File: src/rtl/cond_eval_pkg.sv
package cond_eval_pkg;

  typedef enum logic [1:0] {
    ACT_NEVER    = 2'd0,
    ACT_IF_MATCH = 2'd1,
    ACT_IF_MISS  = 2'd2,
    ACT_ALWAYS   = 2'd3
  } act_mode_e;

  // Resolve a decision from its mode and the masked condition.
  function automatic logic resolve_act(input act_mode_e mode, input logic hit);
    logic r;
    case (mode)
      ACT_NEVER:    r = 1'b0;
      ACT_IF_MATCH: r = hit;
      ACT_IF_MISS:  r = ~hit;
      default:      r = 1'b1;
    endcase
    return r;
  endfunction

endpackage

File: src/rtl/cond_match.sv
module cond_match #(
  parameter int COND_W = 4
) (
  input  logic [COND_W-1:0] status_i,
  input  logic [COND_W-1:0] mask_i,
  input  logic [COND_W-1:0] value_i,
  output logic              hit_o
);

  function automatic logic masked_equal(input logic [COND_W-1:0] s,
                                        input logic [COND_W-1:0] m,
                                        input logic [COND_W-1:0] v);
    return (s & m) == (v & m);
  endfunction

  assign hit_o = masked_equal(status_i, mask_i, value_i);

endmodule

File: src/rtl/cond_lane.sv
module cond_lane
  import cond_eval_pkg::*;
#(
  parameter int SEL_W    = 32,
  parameter int COND_W   = 4,
  parameter int MASK_LSB = 16,
  parameter int MODE_W   = 2
) (
  input  logic [COND_W-1:0] status_i,
  input  logic [SEL_W-1:0]  sel_i,
  input  logic [MODE_W-1:0] mode_i,
  output logic              hit_o,
  output logic              act_o
);

  localparam int MASK_MSB = MASK_LSB + COND_W - 1;

  logic [COND_W-1:0] mask_w;
  logic [COND_W-1:0] value_w;

  assign mask_w  = sel_i[MASK_MSB:MASK_LSB];
  assign value_w = sel_i[COND_W-1:0];

  wire unused_sel_bits = ^{sel_i[SEL_W-1:MASK_MSB+1], sel_i[MASK_LSB-1:COND_W]};

  cond_match #(.COND_W(COND_W)) u_match (
    .status_i (status_i),
    .mask_i   (mask_w),
    .value_i  (value_w),
    .hit_o    (hit_o)
  );

  assign act_o = resolve_act(act_mode_e'(mode_i), hit_o);

endmodule

File: src/rtl/cond_out_stage.sv
module cond_out_stage (
  input  logic       clk,
  input  logic       rst_n,
  input  logic       eval_i,
  input  logic [2:0] act_i,
  output logic       irq_pulse_o,
  output logic       take_branch_o,
  output logic       must_wait_o
);

  always_ff @(posedge clk) begin
    if (!rst_n) begin
      irq_pulse_o   <= 1'b0;
      take_branch_o <= 1'b0;
      must_wait_o   <= 1'b0;
    end else begin
      irq_pulse_o <= eval_i & act_i[0];
      if (eval_i) begin
        take_branch_o <= act_i[1];
        must_wait_o   <= act_i[2];
      end
    end
  end

endmodule

File: src/rtl/cond_eval_unit.sv
module cond_eval_unit #(
  parameter int SEL_W    = 32,
  parameter int STAT_W   = 8,
  parameter int COND_W   = 4,
  parameter int MASK_LSB = 16,
  parameter int CMD_W    = 16
) (
  input  logic              clk,
  input  logic              rst_n,
  input  logic              eval_i,
  input  logic [STAT_W-1:0] dev_status_i,
  input  logic [SEL_W-1:0]  irq_sel_i,
  input  logic [SEL_W-1:0]  br_sel_i,
  input  logic [SEL_W-1:0]  wait_sel_i,
  input  logic [CMD_W-1:0]  cmd_i,
  output logic              irq_pulse_o,
  output logic              take_branch_o,
  output logic              must_wait_o
);

  localparam int NUM_DEC = 3;
  localparam int MODE_W  = 2;
  localparam int MODES_W = NUM_DEC * MODE_W;

  logic [SEL_W-1:0]   sel_arr [NUM_DEC];
  logic [NUM_DEC-1:0] lane_hit;
  logic [NUM_DEC-1:0] lane_act;

  // lane 0 interrupt, lane 1 branch, lane 2 wait
  assign sel_arr[0] = irq_sel_i;
  assign sel_arr[1] = br_sel_i;
  assign sel_arr[2] = wait_sel_i;

  wire unused_hi_bits = ^{dev_status_i[STAT_W-1:COND_W], cmd_i[CMD_W-1:MODES_W]};

  generate
    for (genvar g = 0; g < NUM_DEC; g++) begin : g_lane
      cond_lane #(
        .SEL_W    (SEL_W),
        .COND_W   (COND_W),
        .MASK_LSB (MASK_LSB),
        .MODE_W   (MODE_W)
      ) u_lane (
        .status_i (dev_status_i[COND_W-1:0]),
        .sel_i    (sel_arr[g]),
        .mode_i   (cmd_i[MODE_W*(NUM_DEC-1-g) +: MODE_W]),
        .hit_o    (lane_hit[g]),
        .act_o    (lane_act[g])
      );
    end
  endgenerate

  cond_out_stage u_out (
    .clk           (clk),
    .rst_n         (rst_n),
    .eval_i        (eval_i),
    .act_i         (lane_act),
    .irq_pulse_o   (irq_pulse_o),
    .take_branch_o (take_branch_o),
    .must_wait_o   (must_wait_o)
  );

endmodule

File: config.mk
export PLATFORM = sky130hd
export DESIGN_NAME = cond_eval_unit
export DESIGN_NICKNAME = d
export VERILOG_FILES = /design/src/rtl/cond_eval_pkg.sv /design/src/rtl/cond_match.sv /design/src/rtl/cond_lane.sv /design/src/rtl/cond_out_stage.sv /design/src/rtl/cond_eval_unit.sv
export SDC_FILE = /design/constraint.sdc
export NUM_CORES = 1
export LEC_CHECK = 0
export BUFFER_PORTS_ARGS = -buffer_cell sky130_fd_sc_hd__buf_2
export CAP_MARGIN = 20
export CORE_AREA = 2 2 49 51
export CTS_CLUSTER_SIZE = 8
export DETAILED_ROUTE_END_ITERATION = 8
export DIE_AREA = 0 0 51 53
export PLACE_DENSITY = 0.74
export SLEW_MARGIN = 20
export SYNTH_ARGS = -nofsm -noshare
export SYNTH_HDL_FRONTEND = slang
export SYNTH_SLANG_ARGS = --single-unit
export TNS_END_PERCENT = 30
File: constraint.sdc
create_clock -name clk -period 0.9 [get_ports clk]
set_input_delay 0.045 -clock clk [delete_from_list [all_inputs] [get_ports clk]]
set_output_delay 0.045 -clock clk [all_outputs]
set_load 0.02 [all_outputs]
==> flow_summary.json <==
{
  "clock_latency_ps": 230,
  "ant_nets": 0,
  "synthSimpleGateAreaFrac_pct": 20.0,
  "ios": 126,
  "worstSetupPathType": "flop to output port",
  "dp_hpwl_mm": 1.02,
  "antennaDiodeCount": 0,
  "finalPower_mw": 0.612,
  "grt_max_degree": 8,
  "vdd_drop_max_uv": 575,
  "hp-class": "primary input to flop",
  "synth_mux_area_share_pct": 0,
  "cp-end-kind": "output port",
  "ys_seq_elements": 3,
  "synth.most_common_cell": "xor2_1",
  "max_slew_margin_pct": 80.8,
  "synth-adder-area-share_pct": 0,
  "fmax_mhz": 1310,
  "placed_cell_area_um2": 544,
  "synth.net_count": 158,
  "avgSynthCellArea_um2": 8.76,
  "synth_compound_area_share_pct": 26.1,
  "cts_hold_buf": 0,
  "grt_use_met1_pct": 10.8,
  "clock-sinks": 3,
  "cp_top_family": "flip-flops",
  "path_cells": "buf_2",
  "synth_area_leader_cell": "xor2_1",
  "r2r_cells": 2,
  "ys_seq_area_share_pct": 19.6,
  "rsz0062_at_grt": "false",
  "synth_area_leaders": "xor2_1 34%, dfxtp_1 20%, a22oi_1 15%",
  "final_max_slew_viol_count": 0,
  "worst-path-stages": 1,
  "die_h_um": 53,
  "ys_warn_count": 0,
  "yosysTopAreaCellShare_pct": 34.3,
  "yosysUniqueCellTypes": 11,
  "status": "complete, no violations",
  "finalSetupViolCount": 0,
  "h-tree-depth": 1,
  "post-route-drc-count": 0,
  "clk_pin_slew_ps": 40,
  "drv_cap": 0,
  "syn_to_final_growth_pct": 86.1,
  "port_buffers": 39,
  "cp_data_required_time_ps": 850,
  "grt_use_met3_pct": 4.80,
  "tightestPinTransition_ps": 288,
  "critical_path.max_stage_delay_ps": 320,
  "wl_mm": 1.10,
  "place.gp.congestion": 0.648,
  "grt_pass1_wl_mm": 1.82,
  "numCtsBuffers": 3,
  "viasPerCell": 4.00,
  "fillers": 249,
  "cp.arrival_ps": 720,
  "grt_overflow": 0,
  "synth_xor_area_share_pct": 34.3,
  "pwr-share-comb_pct": 36.5,
  "drive_above_1_share_pct": 57.0,
  "cp_max_fo": 2,
  "clkPwrFrac_pct": 39.2,
  "die_w_um": 51,
  "clock_path_buffers": 2,
  "globalRouteMet2Util_pct": 15.6,
  "wire_per_inst_um": 10.3,
  "p_int_mw": 0.430,
  "synth_commonest_cells": "12 x xor2_1, 6 x a22oi_1, 3 x a21oi_1, 3 x dfxtp_1",
  "stdcell_area_um2": 571,
  "cp.buffers_inverters": 1,
  "p_leak_nw": 0.311,
  "p_switching_mw": 0.182,
  "die_area_mm2": 0.00270,
  "vias": 428,
  "grt_pass1_vias": 440,
  "finalWorstPathRequiredPeriod_ps": 764,
  "final_util_pct": 26.6,
  "core_mm2": 0.00215,
  "cts_resized": 0,
  "power_frac_seq_pct": 24.3,
  "grt_usage_pct": 9.69,
  "synth-edff-count": 0,
  "hold_violations": 0,
  "slowest_stage": "dfxtp_1",
  "worst_setup_path_start_kind": "flop",
  "power_density_mw_per_mm2": 1070,
  "drt_first_pass_iters": 4,
  "grt-busiest-layer": "met2",
  "hold_depth": 3,
  "final_nets": 203,
  "cts_root_buffer": "clkbuf_4",
  "synthFlopType": "dfxtp_1",
  "antenna_found_initial": 0,
  "fin_skew_ps": 0,
  "drtIter0Drc": 7,
  "num_rows": 17,
  "synthArstFlopShare_pct": 0,
  "holdWs_ps": 55.2,
  "sw_frac_of_total_pct": 29.8,
  "synthesis.area_um2": 307,
  "start_util_pct": 14.3,
  "postCtsSetupRepairBufs": 0,
  "cts_tree": "built",
  "synth_cells": 35,
  "synth_top_family_by_area": "XOR/XNOR gates",
  "period_share_pct": 84.9
}
==> final timing paths <==
kind	start	endpoint	slack [ps]
max	u_out.must_wait_o$_SDFFE_PN0P_	must_wait_o	140
min reg2reg	u_out.take_branch_o$_SDFFE_PN0P_	u_out.take_branch_o$_SDFFE_PN0P_	540
max reg2reg	u_out.must_wait_o$_SDFFE_PN0P_	u_out.must_wait_o$_SDFFE_PN0P_	210
min	rst_n	u_out.irq_pulse_o$_SDFF_PN0_	60
==> layer usage <==
metal / wire length (um) / up-vias
met5: 0 / -
met4: 17 / 0
met3: 132 / 2
met2: 488 / 34
met1: 462 / 174
li1: - / 218
==> placed cells by master (no fill, tap or decap), drive strengths merged <==
cell / instances
xor2: 12
dfxtp: 3
nand3: 1
a22oi: 6
a21oi: 3
and4b: 2
nand2: 1
a21bo: 1
o21ai: 2
buf: 40
nor3: 2
clkbuf: 4
nand2b: 2
==> sequential cells by signal, summed over array words and instances, names as in the netlist <==
name and cells:
u_out.take_branch_o 1, u_out.irq_pulse_o 1, u_out.must_wait_o 1
==> power by group through the flow <==
stage / Combinational, mW / Sequential, mW / Clock, mW
2_1_floorplan: 0.0878 / 0.164 / 0
3_3_place_gp: 0.219 / 0.150 / 0
3_5_place_dp: 0.227 / 0.150 / 0
4_1_cts: 0.228 / 0.149 / 0.254
5_1_grt: 0.249 / 0.150 / 0.274
6_report: 0.223 / 0.149 / 0.240
==> logic make-up after synthesis <==
logic type	count (synthesis)
AOI/OAI and AO/OA	12
and+or+nand+nor	8
DFF	3
xor gates and xnor gates	12
==> area by class of cell <==
| type | count | area [um^2] | area share (%) |
|---|---|---|---|
| Clock buffer | 4 | 26.3 | 4.61 |
| Multi-Input combinational cell | 32 | 246 | 43.2 |
| Sequential cell | 3 | 60.1 | 10.5 |
| Tap cell | 28 | 35.0 | 6.14 |
| Timing Repair Buffer | 40 | 203 | 35.5 |
==> metrics by stage <==
| stage | setup TNS, ps | setup WS [ps] | std cells |
|---|---|---|---|
| after detailed placement | -282 | -102 | 103 |
| after global placement | -157 | -56.9 | 103 |
| final | 0 | 136 | 107 |
| after global routing | 0 | 86.4 | 107 |
| after CTS | 0 | 125 | 107 |
| after floorplan | 0 | 148 | 35 |
Note: power is estimated with default switching activity, not from simulation.
